==> src/rtl/tmr_pkg.sv <==
package tmr_pkg;
  localparam int ADDR_W = 8;
  localparam int PRE_W  = 3;

  localparam logic [ADDR_W-1:0] A_ID    = 8'h00;
  localparam logic [ADDR_W-1:0] A_CFG   = 8'h10;
  localparam logic [ADDR_W-1:0] A_EOI   = 8'h20;
  localparam logic [ADDR_W-1:0] A_RAW   = 8'h24;
  localparam logic [ADDR_W-1:0] A_STS   = 8'h28;
  localparam logic [ADDR_W-1:0] A_ENSET = 8'h2C;
  localparam logic [ADDR_W-1:0] A_ENCLR = 8'h30;
  localparam logic [ADDR_W-1:0] A_CTRL  = 8'h38;
  localparam logic [ADDR_W-1:0] A_CNT   = 8'h3C;
  localparam logic [ADDR_W-1:0] A_LOAD  = 8'h40;
  localparam logic [ADDR_W-1:0] A_TRIG  = 8'h44;
  localparam logic [ADDR_W-1:0] A_POST  = 8'h48;
  localparam logic [ADDR_W-1:0] A_MATCH = 8'h4C;
  localparam logic [ADDR_W-1:0] A_CAP1  = 8'h50;
  localparam logic [ADDR_W-1:0] A_IFC   = 8'h54;
  localparam logic [ADDR_W-1:0] A_CAP2  = 8'h58;

  // control word; field positions are software visible
  typedef struct packed {
    logic             capPaired;  // 13
    logic             outToggle;  // 12
    logic [1:0]       outSel;     // 11:10
    logic [1:0]       capEdge;    // 9:8
    logic             idleHigh;   // 7
    logic             cmpEn;      // 6
    logic             preEn;      // 5
    logic [PRE_W-1:0] preVal;     // 4:2
    logic             autoLoad;   // 1
    logic             run;        // 0
  } ctrl_t;

  localparam int CTRL_W = $bits(ctrl_t);

  // events, bit 0 capture, bit 1 overflow, bit 2 match
  typedef struct packed {
    logic mat;
    logic ovf;
    logic cap;
  } evt_t;

  localparam int NUM_EVT = $bits(evt_t);

  // strobes from control to datapath
  typedef struct packed {
    logic cntWr;
    logic trigWr;
    logic ctrlWr;
    logic clear;
  } strobe_t;
endpackage

==> src/rtl/tmr_ctrl.sv <==
module tmr_ctrl
  import tmr_pkg::*;
#(
  parameter int          W            = 32,
  parameter int          RESET_CYCLES = 4,
  parameter logic [31:0] ID_VALUE     = 32'h4D54_0102
) (
  input  logic              clk,
  input  logic              rstN,
  input  logic [ADDR_W-1:0] busAddr,
  input  logic              busWe,
  input  logic [W-1:0]      busWdata,
  output logic [W-1:0]      busRdata,
  input  evt_t              evt,
  input  logic [W-1:0]      cntVal,
  input  logic [W-1:0]      cap1Val,
  input  logic [W-1:0]      cap2Val,
  output ctrl_t             ctrlQ,
  output logic [W-1:0]      loadQ,
  output logic [W-1:0]      matchQ,
  output strobe_t           stb,
  output logic [NUM_EVT-1:0] rawSts,
  output logic [NUM_EVT-1:0] irqEn,
  output logic              rstBusy,
  output logic              irqOut
);
  localparam int BW = $clog2(RESET_CYCLES + 1);

  logic [BW-1:0]      busyCnt;
  logic               wrOk;
  logic               wrCtrl, wrLoad, wrMatch, wrSet, wrClr, wrSts, wrIfc;
  logic [NUM_EVT-1:0] evtBits;
  logic [NUM_EVT-1:0] setMask, clrMask, stsMask;

  assign rstBusy = (busyCnt != '0);
  assign wrOk    = busWe && !rstBusy;
  assign wrCtrl  = wrOk && (busAddr == A_CTRL);
  assign wrLoad  = wrOk && (busAddr == A_LOAD);
  assign wrMatch = wrOk && (busAddr == A_MATCH);
  assign wrSet   = wrOk && (busAddr == A_ENSET);
  assign wrClr   = wrOk && (busAddr == A_ENCLR);
  assign wrSts   = wrOk && (busAddr == A_STS);
  assign wrIfc   = wrOk && (busAddr == A_IFC);

  assign evtBits = evt;
  assign setMask = wrSet ? busWdata[NUM_EVT-1:0] : '0;
  assign clrMask = wrClr ? busWdata[NUM_EVT-1:0] : '0;
  assign stsMask = wrSts ? busWdata[NUM_EVT-1:0] : '0;

  assign stb.cntWr  = wrOk && (busAddr == A_CNT);
  assign stb.trigWr = wrOk && (busAddr == A_TRIG);
  assign stb.ctrlWr = wrCtrl;
  assign stb.clear  = rstBusy;

  always_ff @(posedge clk or negedge rstN) begin
    if (!rstN) busyCnt <= '0;
    else if (rstBusy) busyCnt <= busyCnt - 1'b1;
    else if (wrIfc && busWdata[1]) busyCnt <= BW'(RESET_CYCLES);
  end

  always_ff @(posedge clk or negedge rstN) begin
    if (!rstN) ctrlQ <= '0;
    else if (rstBusy) ctrlQ <= '0;
    else if (wrCtrl) ctrlQ <= ctrl_t'(busWdata[CTRL_W-1:0]);
    else if (evt.ovf && !ctrlQ.autoLoad) ctrlQ.run <= 1'b0;
  end

  always_ff @(posedge clk or negedge rstN) begin
    if (!rstN) begin
      loadQ  <= '0;
      matchQ <= '0;
    end else if (rstBusy) begin
      loadQ  <= '0;
      matchQ <= '0;
    end else begin
      if (wrLoad)  loadQ  <= busWdata;
      if (wrMatch) matchQ <= busWdata;
    end
  end

  always_ff @(posedge clk or negedge rstN) begin
    if (!rstN) begin
      irqEn  <= '0;
      rawSts <= '0;
    end else if (rstBusy) begin
      irqEn  <= '0;
      rawSts <= '0;
    end else begin
      irqEn  <= (irqEn | setMask) & ~clrMask;
      rawSts <= (rawSts & ~stsMask) | evtBits;
    end
  end

  assign irqOut = |(rawSts & irqEn);

  always_comb begin
    busRdata = '0;
    case (busAddr)
      A_ID:             busRdata = W'(ID_VALUE);
      A_CFG:            busRdata = W'(rstBusy);
      A_RAW:            busRdata = W'(rawSts);
      A_STS:            busRdata = W'(rawSts & irqEn);
      A_ENSET, A_ENCLR: busRdata = W'(irqEn);
      A_CTRL:           busRdata = W'(ctrlQ);
      A_CNT:            busRdata = cntVal;
      A_LOAD:           busRdata = loadQ;
      A_MATCH:          busRdata = matchQ;
      A_CAP1:           busRdata = cap1Val;
      A_CAP2:           busRdata = cap2Val;
      default:          busRdata = '0;
    endcase
  end
endmodule

==> src/rtl/tmr_datapath.sv <==
module tmr_datapath
  import tmr_pkg::*;
#(
  parameter int W = 32
) (
  input  logic         clk,
  input  logic         rstN,
  input  ctrl_t        ctrlQ,
  input  strobe_t      stb,
  input  logic [W-1:0] wdata,
  input  logic [W-1:0] loadQ,
  input  logic [W-1:0] matchQ,
  input  logic         capIn,
  output logic [W-1:0] cntVal,
  output logic [W-1:0] cap1Val,
  output logic [W-1:0] cap2Val,
  output evt_t         evt,
  output logic         pwmOut
);
  localparam int PCW = 1 << PRE_W;

  logic [PCW-1:0]   preCnt;
  logic [PCW-1:0]   preLimit;
  logic [PRE_W:0]   shAmt;
  logic             tick;
  logic             atMax;
  logic             matchHit, matchPrev;
  logic [1:0]       capSync;
  logic             capPrev, rise, fall, capQual, capPhase;
  logic             outEvt, outState;

  // divide by 2^(p+1)
  assign shAmt    = {1'b0, ctrlQ.preVal} + 1'b1;
  assign preLimit = PCW'(((PCW+1)'(1) << shAmt) - (PCW+1)'(1));
  assign tick     = ctrlQ.run && (!ctrlQ.preEn || (preCnt == preLimit));
  assign atMax    = &cntVal;

  always_ff @(posedge clk or negedge rstN) begin
    if (!rstN) preCnt <= '0;
    else if (stb.clear || !ctrlQ.run || !ctrlQ.preEn) preCnt <= '0;
    else if (preCnt == preLimit) preCnt <= '0;
    else preCnt <= preCnt + 1'b1;
  end

  always_ff @(posedge clk or negedge rstN) begin
    if (!rstN) cntVal <= '0;
    else if (stb.clear) cntVal <= '0;
    else if (stb.cntWr) cntVal <= wdata;
    else if (stb.trigWr) cntVal <= loadQ;
    else if (tick) begin
      if (atMax) cntVal <= ctrlQ.autoLoad ? loadQ : '0;
      else cntVal <= cntVal + 1'b1;
    end
  end

  assign evt.ovf = tick && atMax && !stb.clear && !stb.cntWr && !stb.trigWr;

  // match fires on arrival only
  assign matchHit = ctrlQ.cmpEn && (cntVal == matchQ);
  assign evt.mat  = matchHit && !matchPrev;

  always_ff @(posedge clk or negedge rstN) begin
    if (!rstN) matchPrev <= 1'b0;
    else matchPrev <= matchHit;
  end

  // capture input synchroniser and edge detection
  always_ff @(posedge clk or negedge rstN) begin
    if (!rstN) begin
      capSync <= '0;
      capPrev <= 1'b0;
    end else begin
      capSync <= {capSync[0], capIn};
      capPrev <= capSync[1];
    end
  end

  assign rise    = capSync[1] && !capPrev;
  assign fall    = !capSync[1] && capPrev;
  assign capQual = (ctrlQ.capEdge[0] && rise) || (ctrlQ.capEdge[1] && fall);
  assign evt.cap = capQual && (!ctrlQ.capPaired || capPhase) && !stb.clear;

  always_ff @(posedge clk or negedge rstN) begin
    if (!rstN) begin
      cap1Val  <= '0;
      cap2Val  <= '0;
      capPhase <= 1'b0;
    end else if (stb.clear) begin
      cap1Val  <= '0;
      cap2Val  <= '0;
      capPhase <= 1'b0;
    end else if (stb.ctrlWr) begin
      capPhase <= 1'b0;
    end else if (capQual) begin
      if (ctrlQ.capPaired && capPhase) begin
        cap2Val  <= cntVal;
        capPhase <= 1'b0;
      end else begin
        cap1Val  <= cntVal;
        capPhase <= ctrlQ.capPaired;
      end
    end
  end

  // event output pin
  always_comb begin
    case (ctrlQ.outSel)
      2'b01:   outEvt = evt.ovf;
      2'b10:   outEvt = evt.ovf || evt.mat;
      default: outEvt = 1'b0;
    endcase
  end

  always_ff @(posedge clk or negedge rstN) begin
    if (!rstN) outState <= 1'b0;
    else if (stb.clear || (ctrlQ.outSel == 2'b00)) outState <= 1'b0;
    else if (ctrlQ.outToggle) outState <= outState ^ outEvt;
    else outState <= outEvt;
  end

  assign pwmOut = outState ^ ctrlQ.idleHigh;
endmodule

==> src/rtl/tmr_core.sv <==
module tmr_core
  import tmr_pkg::*;
#(
  parameter int          W            = 32,
  parameter int          RESET_CYCLES = 4,
  parameter logic [31:0] ID_VALUE     = 32'h4D54_0102
) (
  input  logic         clk,
  input  logic         rstN,
  input  logic [7:0]   busAddr,
  input  logic         busWe,
  input  logic [W-1:0] busWdata,
  output logic [W-1:0] busRdata,
  input  logic         capIn,
  output logic         pwmOut,
  output logic         irqOut
);
  ctrl_t              ctrlQ;
  strobe_t            stb;
  evt_t               evtV;
  logic [W-1:0]       loadQ, matchQ, cntVal, cap1Val, cap2Val;
  logic [NUM_EVT-1:0] rawSts, irqEn;
  logic               rstBusy;

  tmr_ctrl #(.W(W), .RESET_CYCLES(RESET_CYCLES), .ID_VALUE(ID_VALUE)) u_ctrl (
    .clk(clk), .rstN(rstN), .busAddr(busAddr), .busWe(busWe),
    .busWdata(busWdata), .busRdata(busRdata), .evt(evtV), .cntVal(cntVal),
    .cap1Val(cap1Val), .cap2Val(cap2Val), .ctrlQ(ctrlQ), .loadQ(loadQ),
    .matchQ(matchQ), .stb(stb), .rawSts(rawSts), .irqEn(irqEn),
    .rstBusy(rstBusy), .irqOut(irqOut)
  );

  tmr_datapath #(.W(W)) u_dp (
    .clk(clk), .rstN(rstN), .ctrlQ(ctrlQ), .stb(stb), .wdata(busWdata),
    .loadQ(loadQ), .matchQ(matchQ), .capIn(capIn), .cntVal(cntVal),
    .cap1Val(cap1Val), .cap2Val(cap2Val), .evt(evtV), .pwmOut(pwmOut)
  );
endmodule

==> config.mk <==
export PLATFORM = sky130hd
export DESIGN_NAME = tmr_core
export DESIGN_NICKNAME = d
export VERILOG_FILES = /design/src/rtl/tmr_pkg.sv /design/src/rtl/tmr_ctrl.sv /design/src/rtl/tmr_datapath.sv /design/src/rtl/tmr_core.sv
export SDC_FILE = /design/constraint.sdc
export NUM_CORES = 1
export LEC_CHECK = 0
export BUFFER_PORTS_ARGS = -buffer_cell sky130_fd_sc_hd__buf_2
export CELL_PAD_IN_SITES_DETAIL_PLACEMENT = 1
export CELL_PAD_IN_SITES_GLOBAL_PLACEMENT = 1
export CORE_MARGIN = 2
export CORE_UTILIZATION = 40
export CTS_BUF_LIST = sky130_fd_sc_hd__clkbuf_16
export DETAILED_ROUTE_END_ITERATION = 8
export PLACE_DENSITY_LB_ADDON = 0.25
export REMOVE_ABC_BUFFERS = 1
export SKIP_CTS_REPAIR_TIMING = 1
export SLEW_MARGIN = 20
export SYNTH_ARGS = -nofsm -noshare
export SYNTH_HDL_FRONTEND = slang
export SYNTH_SLANG_ARGS = --single-unit
export TNS_END_PERCENT = 50
==> constraint.sdc <==
create_clock -name clk -period 3.35 [get_ports clk]
set_clock_uncertainty 0.1 [all_clocks]
set_input_delay 0.1675 -clock clk [delete_from_list [all_inputs] [get_ports clk]]
set_output_delay 0.1675 -clock clk [all_outputs]
set_load 0.02 [all_outputs]
Yosys cells after proc, flatten, opt, wreduce, memory -nomap -nowiden. Index checks and enable logic that the tools add are counted.

Bits in registers: 197. Input bits: 44. Output and inout port bits: 34.

Add/subtract/negate cells: 5. Equal/unequal tests: 19. Shifts and indexed selects: 1. Multiplexer cells: 39. Bitwise operators: 10. Reduce and logical (&&, ||, !) cells: 60.

Operators with widths (number): two-way mux 32 bit (18); case mux 32 bit (11 select lines) (1); == test 8 x 6 -> 1 bit (second input constant) (6); == test 8 x 7 -> 1 bit (second input constant) (6); adder 32 x 1 -> 32 bit (second input constant) (1); == test 32 bit (1); AND reduction 32 bit (1); logical AND 1 bit (26); two-way mux 3 bit (7); two-way mux 8 bit (2); two-way mux 14 bit (1); two-way mux 13 bit (1); AND 3 bit (4); nonzero test 2 bit (6); logical NOT 1 bit (10); nonzero test 3 bit (3); adder 8 x 1 -> 8 bit (second input constant) (1); == test 8 x 5 -> 1 bit (second input constant) (1); == test 8 bit (1); logical NOT 8 bit (1); two-way mux 1 bit (8); << shifter 1 x 4 -> 8 bit (first input constant) (1); subtractor 8 x 2 -> 8 bit (second input constant) (1); logical OR 1 bit (7); other kinds (14) (19).

Longest topological paths before layout. Gate-level depths: netlist of run 1.

Word-level depth: 15. Mapped depth: 13. Gate-level depth less buffers: 10.

Modules after synthesis. From an unflattened synthesis of run 1, not the netlist that was laid out.

Cells, all modules: 1358. Area, all modules: 11567.3 um2.

By module, submodules not included: tmr_datapath (times used 1, cells each 718, area each 6294.8 um2, seq. area each 2752.6 um2); tmr_ctrl (times used 1, cells each 640, area each 5272.6 um2, seq. area each 2177.1 um2).

Least setup slack after synthesis of run 1. OpenSTA, ideal clock, no wires.

Path type: register to register. Start point: register, netlist name u_ctrl.ctrlQ[2]. End point: register u_dp.cntVal[18]. Data arrival time: 2.809 ns. Data required time: 3.125 ns. Path slack: 0.316 ns. Stages on the path, launching flop included: 12. Buffers on the path: 3. Cells stage by stage: dfrtp_1 clkbuf_1 or3_1 ha_1 or3_1 a21oi_1 a221oi_2 o41ai_2 nand2b_1 buf_6 buf_12 mux2_2.

Word-level cells in the longest chain between the ends: 7.

Ends and longest elaborated chain: adder 3 x 1 -> 4 bit (line tmr_datapath.sv:33) `assign shAmt = {1'b0, ctrlQ.preVal} + 1'b1;`; << shifter 1 x 4 -> 8 bit (line tmr_datapath.sv:34) `assign preLimit = PCW'(((PCW+1)'(1) << shAmt) - (PCW+1)'(1));`; subtractor 8 x 2 -> 8 bit (line tmr_datapath.sv:34); == test 8 bit (line tmr_datapath.sv:35) `assign tick = ctrlQ.run && (!ctrlQ.preEn || (preCnt == preLimit));`; logical OR 1 bit (line tmr_datapath.sv:35); logical AND 1 bit (line tmr_datapath.sv:35); nonzero test 4 bit (no source line); to (signal assigned) (line tmr_datapath.sv:48) `else if (stb.cntWr) cntVal <= wdata;`; to (signal assigned) (line tmr_datapath.sv:49) `else if (stb.trigWr) cntVal <= loadQ;`; to (signal assigned) (line tmr_datapath.sv:51) `if (atMax) cntVal <= ctrlQ.autoLoad ? loadQ : '0;`; to (decl) (line tmr_datapath.sv:14) `output logic [W-1:0] cntVal,`.

No other way between the ends. A chain may end at the register's enable or synchronous reset.

Worst setup path in the final report of run 1.
Start point: register, netlist name u_ctrl.ctrlQ[2]. End point: register u_dp.cntVal[1].

Word-level cells in the longest chain between the ends: 7.

Ends and longest elaborated chain (line): adder 3 x 1 -> 4 bit (tmr_datapath.sv:33); << shifter 1 x 4 -> 8 bit (tmr_datapath.sv:34); subtractor 8 x 2 -> 8 bit (tmr_datapath.sv:34); == test 8 bit (tmr_datapath.sv:35); logical OR 1 bit (tmr_datapath.sv:35); logical AND 1 bit (tmr_datapath.sv:35); nonzero test 4 bit (no source line).

No other way between the ends.

==> results of run 1 <==
[cell usage after synthesis, types with 3 or more instances]
library cell / count
a21o_1: 6
xor2_1: 40
o2111ai_1: 17
nand3b_1: 3
nor3_4: 3
nor2_2: 3
nor2b_1: 3
nor3_1: 11
ha_1: 7
a222oi_1: 14
nand4_1: 9
and4_4: 3
o22ai_1: 11
a221o_1: 4
dfrtp_1: 197
a21oi_1: 31
xnor2_1: 32
nor4_1: 11
clkbuf_1: 75
nand2_1: 311
mux2i_1: 3
buf_2: 11
o21ai_0: 181
buf_6: 8
or3_1: 3
nand2b_1: 3
a211oi_1: 4
and2_4: 3
a22oi_1: 66
o211ai_1: 16
a221oi_1: 3
nand3_1: 46
mux2_2: 7
or4_1: 3
nor2_1: 41
o21ai_1: 3
inv_1: 36
nor3b_1: 3
buf_4: 7
clkbuf_2: 5
[per-stage QoR]
stage          hold WS, ns  area (µm²)  power [mW]  std cells
6_report            0.0769       12600        5.64       1700
3_3_place_gp         0.151       11700        3.47       1634
4_1_cts             -0.329       12300        5.66       1666
5_1_grt             0.0995       12600        5.87       1700
3_5_place_dp         0.156       11700        3.49       1634
2_1_floorplan       -0.228       10400        2.98       1174
[worst max-delay path by stage]
stage,startpoint,end,slack (ns),depth (start not counted)
after global routing,u_ctrl.ctrlQ[2],u_dp.cntVal[1],0.05,10
after global placement,u_ctrl.ctrlQ[2],u_dp.cntVal[3],0.24,9
after CTS,u_ctrl.ctrlQ[2],u_dp.cntVal[1],0.18,9
after detailed placement,u_ctrl.ctrlQ[2],u_dp.cntVal[1],0.21,9
after floorplan,u_ctrl.busyCnt[0],u_dp.cap2Val[0],-3.47,6
final,u_ctrl.ctrlQ[2],u_dp.cntVal[1],0.19,9
[power groups by stage]
stage	Combinational (mW)	Sequential, mW	Clock (mW)
after floorplan	0.507	2.48	0
after global placement	0.996	2.48	0
after CTS	1.01	2.43	2.21
after detailed placement	1.01	2.48	0
final	1.05	2.43	2.17
after global routing	1.13	2.43	2.30
[metal layers]
layer / vias up / global-route usage, %
li1: 4607 / -
met1: 5019 / 36.0
met2: 223 / 40.9
met3: 38 / 3.96
met4: 0 / 7.58
met5: - / 0
[final cells by class]
type	count	area [µm²]	share of cell area, %
clock buffers	17	425	3.37
inverters	36	135	1.07
well taps	341	427	3.38
repair buffers	153	1100	8.72
clock inverters	15	179	1.42
flip-flops and latches	197	4930	39.1
multi-input cells	941	5410	42.9
[critical path: stages (launching register included)]
cell	delay, ns
dfrtp_1	0.38
or3_1	0.37
ha_1	0.27
or3_1	0.39
a21oi_1	0.18
a221oi_2	0.06
o41ai_2	0.46
nand2b_2	0.25
buf_12	0.21
mux2_2	0.37
[cell families after synthesis]
group / Yosys count / share of synthesized area, %
and+or+nand+nor: 479 / 19.8
AOI/OAI and AO/OA: 371 / 21.3
DFF: 197 / 45.0
buffers and inverters: 145 / 6.13
xor gates and xnor gates: 72 / 5.76
muxes: 11 / 1.13
adders and majority gates: 7 / 0.800
other: 1 / 0.0343
[registers in the layout, indices dropped and copies added, names as in the netlist, 8 cells and up]
signal,count
u_dp.cap2Val,32
u_ctrl.ctrlQ,14
u_ctrl.loadQ,32
u_dp.preCnt,8
u_ctrl.matchQ,32
u_dp.cap1Val,32
u_dp.cntVal,32
==> out/results.env, run 1 <==
CTS_TREE='built'
HOLD_PATH.CLASS='input port to flop'
YOSYSWARNINGCOUNT=0
ROUTE.DETAILED.VIAS_PER_INST=5.82
SYNTH.TOP_CELL.AREA_SHARE_PCT=45.0
START_KIND='flop'
MET3ROUTEDLENGTH_UM=1510
R2R-START='u_ctrl.ctrlQ[2]'
INITIAL_DRT_PASS_ITERATIONS=5
INITIALDRTVIOLATIONCOUNT=972
WORST_SLEW_PIN_SLEW_NS=0.784
POWERDENSITY_nW_PER_UM2=448
DETAIL_ROUTE.WIRELENGTH.MET1_UM=16800
CLK_TRANSITION_REPORTED_PATHS_NS=0.08
DETAILROUTE.WIRELENGTH.MET2_UM=17000
PRE_CTS_SLACK_NS=0.212
INSERTEDDIODECOUNT=0
TCRIT_TCLK_FINAL_PCT=94.3
CLKSINKCOUNT=197
BOUNDARYPINS=78
LAYOUT.FILLER_CELLS=3178
DRT-WIRELENGTH-PER-CELL_UM=21.2
PLACE_CONGESTION=0.893
PORT_BUFFERS=77
POSTSYNTHREGISTERBITS=197
COMBPWRFRAC_PCT=18.5
NET-SWITCHING-POWER_mW=1.90
WORST_VDD_IR_V=0.000322
POWER.CLOCK.FRACTION_PCT=38.4
TIMING_HOLD_VIOLATIONS_FINAL=0
INTERNAL-POWER_mW=3.74
NUMBER_OF_FLOPS_MAPPED_TO_ENABLE_CELLS_BY_YOSYS=0
GROUTE.USAGE.OVERALL_PCT=25.6
CELLLEAKAGEPOWER_nW=5.50
GRT_ANTENNA_BEFORE_REPAIR=0
FIN_NETS=1397
SYN-CELL-AREA_UM2=10900
DRCVIOLATIONCOUNT=0
INITIAL_CELL_DENSITY_OF_THE_CORE_PCT=40.7
SEQPWRFRAC_PCT=43.1
WORST-R2R-SETUP-SLACK_NS=0.19
POSTLAYOUTCOREUTIL_PCT=46.9
OVERALL_DIE_HEIGHT_UM=169
MAX_FO_CRITICAL_PATH=37
UNREPAIRED_SETUP_ENDPOINTS_AFTER_GLOBAL_ROUTING='no'
VIAS_IN_THE_FIRST_GLOBAL_ROUTE=10000
SLEW_VIOLS_FINAL=0
FRACTION_OF_FINAL_LAYOUT_CELLS_SIZED_BEYOND_DRIVE_STRENGTH_1_PCT=14.7
CTS_INSERTED_BUFFERS=17
WORSTSETUPPATHTYPE='flop to flop'
PLACE_HPWL_UM=24100
DIE_W_UM=169
WL_UM=36000
FF2FF_PATH_DEPTH=9
CRITPATHARRIVALTIME_NS=3.39
CTS.ROOT.BUFFER_CELL='clkbuf_16'
FP.COREAREA_UM2=26900
SYNTH_FF_TYPE='dfrtp_1'
GRT_REMAINING_OVERFLOW=0
GRT_START_MAX_NET_PINS=76
FIN_TNS_SETUP_NS=0
FLOW.AREA_GROWTH_FROM_SYNTHESIS_PCT=15.2
MAX_CLOCK_FREQ_MHz=317
DR_TOTAL_VIAS=9887
DR.MAX_LAYER_USED='met4'
NUM_ROWS=60
NETLIST_TOP_CELLS_AREA='dfrtp_1, nand2_1, o21ai_0, a22oi_1, xor2_1'
HOLD_PATH_STARTPOINT='busWe'
CELL_TAKING_THE_MOST_AREA_AFTER_SYNTHESIS='dfrtp_1'
MIN_TO='u_ctrl.rawSts[0]'
FP.DIEAREA_UM2=28700
NUMBER_OF_MAX_CAP_VIOLATIONS=0
CTS.HTREE.LEVELS=4
POSTSYNTHCELLCOUNT=1283
FINAL_ANTENNA_NET_COUNT=0
GRT_FIRST_PASS_WIRELENGTH_UM=57200
POST-ROUTE-MIN-PERIOD_NS=3.16
LAYOUT.CELLS.MOST_COMMON_LIST='nand2_1, dfrtp_1, o21ai_0, buf_2, a22oi_1'
SETUP_VIOLATIONS=0
CTS.PATH.MAX_BUFFERS=2
ASYNC_FLOP_SHARE_PCT=100
SLEW_HEADROOM_PCT=47.7
SOURCE_TO_SINK_CLOCK_DELAY_AT_THE_LATER_PIN_OF_THE_WORST_SKEW_PAIR_NS=0.46
R2R-END='u_dp.cntVal[1]'
FINALWORSTSETUPSLACK_NS=0.192
CP.REQUIRED_NS=3.59
SYNTHESIS.AREA_PER_INSTANCE_UM2=8.53
POST_SYNTH_NUM_CELL_TYPES=71
LAYOUT.CELLS.MOST_COMMON='nand2_1'
TIMING.HOLD.WORST_PATH_DEPTH=4
SW_FRAC_OF_TOTAL_PCT=33.7
END_KIND='flop'
YS_SEQ_AREA_SHARE_PCT=45.0
RUN_STATUS='completed'
(Power assumes the default switching activity.)
==> inputs of run 2 (changes only) <==
SLEW_MARGIN = 5   (was 20)
clock period = 3.3 ns   (was 3.35 ns; I/O delays follow)
==> run 2 against run 1 <==
Compared with the run above:
- first-iteration DRC count decreased by 20%
- sequential share of layout area decreased by 0.10 points
- combinational power increased by 4%
- largest cell class unchanged
- critical path depth increased by 1
==> out/results.env, run 2 (synthesis results as in run 1) <==
RUN_STATUS='completed'
DR_TOTAL_VIAS=9867  # -0.20%
TIMING_HOLD_VIOLATIONS_FINAL=0  # unchanged
CTS.HTREE.LEVELS=4  # unchanged
DIE_W_UM=169  # unchanged
CTS.ROOT.BUFFER_CELL='clkbuf_16'
MAX_FO_CRITICAL_PATH=37  # unchanged
INITIALDRTVIOLATIONCOUNT=776  # -20%
CTS.PATH.MAX_BUFFERS=2  # unchanged
INSERTEDDIODECOUNT=0  # unchanged
PLACE_CONGESTION=0.859  # -3.8%
POSTLAYOUTCOREUTIL_PCT=47.0  # +0.13 points
SLEW_HEADROOM_PCT=49.0  # +1.3 points
HOLD_PATH.CLASS='input port to flop'
FINAL_ANTENNA_NET_COUNT=0  # unchanged
NUMBER_OF_MAX_CAP_VIOLATIONS=0  # unchanged
WL_UM=37000  # +2.8%
FIN_NETS=1393  # -0.29%
GROUTE.USAGE.OVERALL_PCT=26.3  # +0.74 points
FP.COREAREA_UM2=26900  # unchanged
FINAL_AREA_UM2=12600  # +0.27%
INITIAL_CELL_DENSITY_OF_THE_CORE_PCT=40.7  # unchanged
UNREPAIRED_SETUP_ENDPOINTS_AFTER_GLOBAL_ROUTING='no'
CELLLEAKAGEPOWER_nW=5.50  # about the same
PORT_BUFFERS=77  # unchanged
DRCVIOLATIONCOUNT=0  # unchanged
WORST_SLEW_PIN_SLEW_NS=0.764  # -0.0197 ns
FIN_TNS_SETUP_NS=0  # unchanged
FF2FF_PATH_DEPTH=10  # +1
GRT_ANTENNA_BEFORE_REPAIR=0  # unchanged
FINALHOLDWORSTSLACK_NS=0.0514  # -0.0255 ns
NUM_ROWS=60  # unchanged
OVERALL_DIE_HEIGHT_UM=169  # unchanged
FRACTION_OF_FINAL_LAYOUT_CELLS_SIZED_BEYOND_DRIVE_STRENGTH_1_PCT=14.5  # -0.18 points
SETUP_VIOLATIONS=0  # unchanged
ROUTE.DETAILED.VIAS_PER_INST=5.82  # about the same
TCRIT_TCLK_FINAL_PCT=95.8  # +1.5 points
FP.DIEAREA_UM2=28700  # unchanged
SLEW_VIOLS_FINAL=0  # unchanged
CLK_TRANSITION_REPORTED_PATHS_NS=0.08  # about the same
AREA_POST_PLACEMENT_UM2=11700  # +0.17%
START_KIND='flop'
CP.REQUIRED_NS=3.53  # -0.06 ns
LAYOUT.FILLER_CELLS=3146  # -1.0%
REPORT.POWER.TOTAL_mW=5.81  # +3.0%
SOURCE_TO_SINK_CLOCK_DELAY_AT_THE_LATER_PIN_OF_THE_WORST_SKEW_PAIR_NS=0.46  # about the same
CRITPATHMOSTFREQUENTCELL='or3_1'
CLKSINKCOUNT=197  # unchanged
AREA_OF_COMBINATIONAL_CELLS_WITH_MULTIPLE_INPUTS_UM2=5420  # +0.14%
WORST_VDD_IR_V=0.000353  # +9.6%
VIAS_IN_THE_FIRST_GLOBAL_ROUTE=10200  # +1.4%
PLACE_HPWL_UM=24200  # +0.20%
CP_CELL_SEQUENCE='or3_1, ha_1, or3_1, a21oi_1, a221oi_2, o41ai_2, buf_4, nand2b_2, buf_12, mux2_2'
GRT_REMAINING_OVERFLOW=0  # unchanged
FF_LATCH_AREA_UM2=4930  # unchanged
POWERDENSITY_nW_PER_UM2=460  # +2.7%
TIMING.HOLD.WORST_PATH_DEPTH=4  # unchanged
DRT-WIRELENGTH-PER-CELL_UM=21.8  # +3.0%
TIMING.CRITICAL_PATH.SLOWEST_STAGE_CELL='or3_1'
END_KIND='flop'
FLOW.AREA_GROWTH_FROM_SYNTHESIS_PCT=15.5
CRITPATHARRIVALTIME_NS=3.40  # about the same
GRT_FIRST_PASS_WIRELENGTH_UM=58600  # +2.6%
CTS_INSERTED_BUFFERS=17  # unchanged
WORSTSETUPPATHTYPE='flop to flop'
BOUNDARYPINS=78  # unchanged
CTS_TREE='built'
POST-ROUTE-MIN-PERIOD_NS=3.16  # +0.00353 ns
MAX_CLOCK_FREQ_MHz=316  # -0.11%
LAYOUT.CELLS.MOST_COMMON_LIST='nand2_1, dfrtp_1, o21ai_0, buf_2, a22oi_1'
GRT_START_MAX_NET_PINS=153  # +100%
CRIT_PATH_MAX_INCR_DELAY_NS=0.40  # -0.06 ns
LAYOUT.CELLS.MOST_COMMON='nand2_1'
INITIAL_DRT_PASS_ITERATIONS=8  # +3
## run 2: final timing paths
kind	from	end	slack (ns)
max	u_ctrl.ctrlQ[2]	u_dp.cntVal[22]	0.14
min	busWe	u_ctrl.rawSts[0]	0.05
max reg2reg	u_ctrl.ctrlQ[2]	u_dp.cntVal[22]	0.14
min reg2reg	u_dp.capSync[0]	u_dp.capSync[1]	0.26
max in group asynchronous	rstN	u_dp.cntVal[13]	2.10
min in group asynchronous	rstN	u_dp.preCnt[7]	0.14
## run 2: metrics by stage
stage,worst slack (ns),std cells
after CTS,0.153,1662
after global placement,0.247,1630
after detailed placement,0.186,1630
final,0.139,1696
after global routing,0.000189,1696
after floorplan,-3.52,1174
## run 2: where the power goes
| part | internal, mW | switching [mW] | total [mW] |
|---|---|---|---|
| combinational | 0.289 | 0.805 | 1.09 |
| clock | 1.16 | 1.09 | 2.25 |
| sequential | 2.44 | 0.0273 | 2.47 |
## run 2: area by class of cell
cell class                 instances  area share, %
clock buffer                      17           3.36
multi-input combinational        941           42.9
inverter                          36           1.07
clock inverter                    15           1.46
timing repair buffer             149           8.86
sequential                       197           39.0
tap                              341           3.37
## run 2: routing by layer
metal	vias to the layer above	wire length (µm)	GRT usage, %
li1	4612	-	-
met1	4979	16900	36.3
met2	234	17900	43.9
met3	42	1600	3.64
met4	0	631	6.54
met5	-	0	0
## run 2: critical path, delay by kind of cell, from the launching register on
| kind | cells | cell delay, ns |
|---|---|---|
| AO/OA/AOI/OAI | 3 | 0.56 |
| adder cells (fa/ha/maj) | 1 | 0.30 |
| buffers and inverters | 2 | 0.38 |
| flip-flops | 1 | 0.38 |
| multiplexers | 1 | 0.36 |
| AND/OR/NAND/NOR | 3 | 0.93 |
==> inputs of run 3 (changes only) <==
ABC_AREA = 1   (was not set)
==> run 3 against run 2 <==
Compared with the run above:
- cell count increased by 9.5%
- register-to-register slack improved by 0.35 ns
- clock power about the same
- die area increased by 0.48%
- highest routed layer unchanged
==> out/results.env, run 3 <==
WL_UM=40300  # +8.7%
CTS.ROOT.BUFFER_CELL='clkbuf_16'
PLACE_HPWL_UM=28400  # +17%
R2R-END='u_dp.cntVal[25]'
PLACE_CONGESTION=0.979  # +14%
BOUNDARYPINS=78  # unchanged
WORST_VDD_IR_V=0.000362  # +2.6%
SETUP_VIOLATIONS=0  # unchanged
CRITPATHARRIVALTIME_NS=3.11  # -0.29 ns
WORSTSETUPPATHTYPE='flop to flop'
FF_LATCH_AREA_UM2=4930  # unchanged
RUN_STATUS='completed'
FF2FF_PATH_DEPTH=18  # +8
DIE_W_UM=170  # +0.24%
VIAS_IN_THE_FIRST_GLOBAL_ROUTE=11100  # +9.2%
YS_SEQ_AREA_SHARE_PCT=44.8  # -0.22 points
GRT_FIRST_PASS_WIRELENGTH_UM=63700  # +8.6%
CTS_INSERTED_BUFFERS=17  # unchanged
GRT_REMAINING_OVERFLOW=0  # unchanged
NETLIST_TOP_CELLS_AREA='dfrtp_1, nand2_1, o22ai_1, inv_1, o21ai_0'
CELL_TAKING_THE_MOST_AREA_AFTER_SYNTHESIS='dfrtp_1'
PORT_BUFFERS=77  # unchanged
FIN_NETS=1554  # +12%
PRE_CTS_SLACK_NS=0.550  # +0.364 ns
UNREPAIRED_SETUP_ENDPOINTS_AFTER_GLOBAL_ROUTING='no'
CELLLEAKAGEPOWER_nW=5.63  # +2.5%
FIN_TNS_SETUP_NS=0  # unchanged
TIMING_HOLD_VIOLATIONS_FINAL=0  # unchanged
GRT_ANTENNA_BEFORE_REPAIR=0  # unchanged
CP_CELL_SEQUENCE='inv_2, nand3_1, ha_1, nor2_1, nor2_1, nand2_1, nor2_1, nand2_1, nor2_1, nand3_1, nand2_1, nand2_1, nand2_2, buf_4, nand2_2, nor2_1, nand2_1, nand2_1'
NUM_ROWS=60  # unchanged
HOLD_PATH_STARTPOINT='busWdata[9]'
TCRIT_TCLK_FINAL_PCT=85.1  # -11 points
START_KIND='flop'
WORST_SLEW_PIN_SLEW_NS=0.904  # +0.140 ns
DR_TOTAL_VIAS=10700  # +8.0%
TIMING.HOLD.WORST_PATH_DEPTH=3  # -1
POST_SYNTH_NUM_CELL_TYPES=45  # -37%
GROUTE.USAGE.OVERALL_PCT=28.6  # +2.3 points
SLEW_HEADROOM_PCT=39.6  # -9.4 points
FLOW.AREA_GROWTH_FROM_SYNTHESIS_PCT=15.5  # about the same
SOURCE_TO_SINK_CLOCK_DELAY_AT_THE_LATER_PIN_OF_THE_WORST_SKEW_PAIR_NS=0.46  # about the same
POSTSYNTHCELLCOUNT=1419  # +11%
WORST-R2R-SETUP-SLACK_NS=0.49  # +0.35 ns
SYNTH.TOP_CELL.AREA_SHARE_PCT=44.8  # -0.22 points
CTS_TREE='built'
POST-ROUTE-MIN-PERIOD_NS=2.81  # -0.352 ns
SYNTH_TOP_CELLS_BY_COUNT='nand2_1, dfrtp_1, inv_1, o22ai_1, o21ai_0'
INITIALDRTVIOLATIONCOUNT=757  # -2.4%
CRITPATHMOSTFREQUENTCELL='nand2_1'
SYN-CELL-AREA_UM2=11000  # +0.49%
POSTSYNTHREGISTERBITS=197  # unchanged
FP.COREAREA_UM2=27000  # +0.28%
ASYNC_FLOP_SHARE_PCT=100  # unchanged
FRACTION_OF_FINAL_LAYOUT_CELLS_SIZED_BEYOND_DRIVE_STRENGTH_1_PCT=11.5  # -3.1 points
STDCELL_COUNT=1857  # +9.5%
CTS.HTREE.LEVELS=4  # unchanged
POWERDENSITY_nW_PER_UM2=499  # +8.6%
FP.DIEAREA_UM2=28800  # +0.48%
END_KIND='flop'
INITIAL_CELL_DENSITY_OF_THE_CORE_PCT=40.8  # +0.086 points
R2R-START='u_ctrl.ctrlQ[4]'
FINALWORSTSETUPSLACK_NS=0.490  # +0.352 ns
FINAL_ANTENNA_NET_COUNT=0  # unchanged
INITIAL_DRT_PASS_ITERATIONS=5  # -3
SLEW_VIOLS_FINAL=0  # unchanged
CLK_TRANSITION_REPORTED_PATHS_NS=0.08  # about the same
MAX_FO_CRITICAL_PATH=19  # -49%
TIMING.CRITICAL_PATH.SLOWEST_STAGE_CELL='dfrtp_1'
CRIT_PATH_MAX_INCR_DELAY_NS=0.46  # +0.06 ns
CTS.PATH.MAX_BUFFERS=2  # unchanged
AREA_OF_COMBINATIONAL_CELLS_WITH_MULTIPLE_INPUTS_UM2=5030  # -7.3%
SYNTH_FF_TYPE='dfrtp_1'
POST-PLACE-CELLS=1795  # +10%
YOSYSMOSTFREQUENTCELL='nand2_1'
OVERALL_DIE_HEIGHT_UM=170  # +0.24%
LAYOUT.CELLS.MOST_COMMON_LIST='nand2_1, dfrtp_1, inv_1, o22ai_1, o21ai_0'
YOSYSWARNINGCOUNT=0  # unchanged
ROUTE.DETAILED.VIAS_PER_INST=5.74  # -1.3%
CLKSINKCOUNT=197  # unchanged
NUMBER_OF_FLOPS_MAPPED_TO_ENABLE_CELLS_BY_YOSYS=0  # unchanged
GRT_START_MAX_NET_PINS=94  # -39%
DRT-WIRELENGTH-PER-CELL_UM=21.7  # -0.73%
NUMBER_OF_MAX_CAP_VIOLATIONS=0  # unchanged
HOLD_PATH.CLASS='input port to flop'
SYNTHESIS.AREA_PER_INSTANCE_UM2=7.75  # -9.1%
INSERTEDDIODECOUNT=0  # unchanged
DRCVIOLATIONCOUNT=0  # unchanged
LAYOUT.FILLER_CELLS=3338  # +6.1%
MIN_TO='u_ctrl.ctrlQ[9]'
REPORT.POWER.TOTAL_mW=6.34  # +9.0%
MAX_CLOCK_FREQ_MHz=356  # +13%
LAYOUT.CELLS.MOST_COMMON='nand2_1'
CP.REQUIRED_NS=3.60  # +0.07 ns
## run 3: cell count changes after synthesis, moves of 11 or more
cell,before,now
a22oi_1,66,0
nor2_1,41,84
a21oi_1,31,51
a221oi_1,3,28
clkbuf_1,75,35
nand3_1,46,89
buf_2,11,28
xnor2_1,32,10
o21ai_1,3,14
a222oi_1,14,0
inv_1,36,173
o21ai_0,181,120
o22ai_1,11,123
## run 3: final cells by class
type                            count  area share [%]
Clock buffer                       17            3.35
Sequential cell                   197            38.8
Tap cell                          341            3.36
Multi-Input combinational cell    963            39.6
Clock inverter                     15            1.44
Inverter                          181            5.35
Timing Repair Buffer              143            8.09
## run 3: power by group
part	total (mW)	switching (mW)	internal, mW
Sequential	2.49	0.0352	2.45
Combinational	1.60	1.20	0.405
Clock	2.25	1.09	1.15
## run 3: layer usage
metal  GRT usage (%)  share of wire (%)  vias up
met5               0                  0        -
met4            9.88                2.9        0
met3            5.55                4.8       75
met2            47.6                 48      279
met1            37.5                 45     5332
li1                -                  -     4974
## run 3: worst max-delay path, delay by kind of cell (launching register included)
| family | cells | cell delay, ns |
|---|---|---|
| simple gates | 15 | 1.45 |
| flops | 1 | 0.46 |
| buf+inv | 2 | 0.43 |
| fa+ha+maj | 1 | 0.30 |
## run 3: kinds of logic after synthesis
| logic type | count (synthesis) | share of synthesized area [%] |
|---|---|---|
| AOI/OAI and AO/OA | 365 | 19.9 |
| buffers and inverters | 259 | 9.58 |
| xor gates and xnor gates | 41 | 3.27 |
| and+or+nand+nor | 549 | 21.6 |
| DFF | 197 | 44.8 |
| other | 1 | 0.0341 |
| adders and majority gates | 7 | 0.796 |
## run 3: how the worst max path moves through the flow
stage,cells past startpoint,from,to
4_1_cts,18,u_ctrl.ctrlQ[4],u_dp.cntVal[25]
3_3_place_gp,11,u_ctrl.busyCnt[0],u_dp.outState
5_1_grt,18,u_ctrl.ctrlQ[4],u_dp.cntVal[25]
3_5_place_dp,18,u_ctrl.ctrlQ[4],u_dp.cntVal[25]
2_1_floorplan,5,u_ctrl.busyCnt[0],u_dp.cap1Val[0]
6_report,18,u_ctrl.ctrlQ[4],u_dp.cntVal[25]
## run 3: per-stage QoR
step | area (µm²) | hold WS, ns | utilization (%)
2_1_floorplan | 10600 | -0.231 | -
3_3_place_gp | 11800 | 0.174 | 43.7
3_5_place_dp | 11800 | 0.177 | 43.7
4_1_cts | 12400 | -0.296 | 46.0
5_1_grt | 12700 | 0.00110 | 47.1
6_report | 12700 | 0.00248 | 47.1
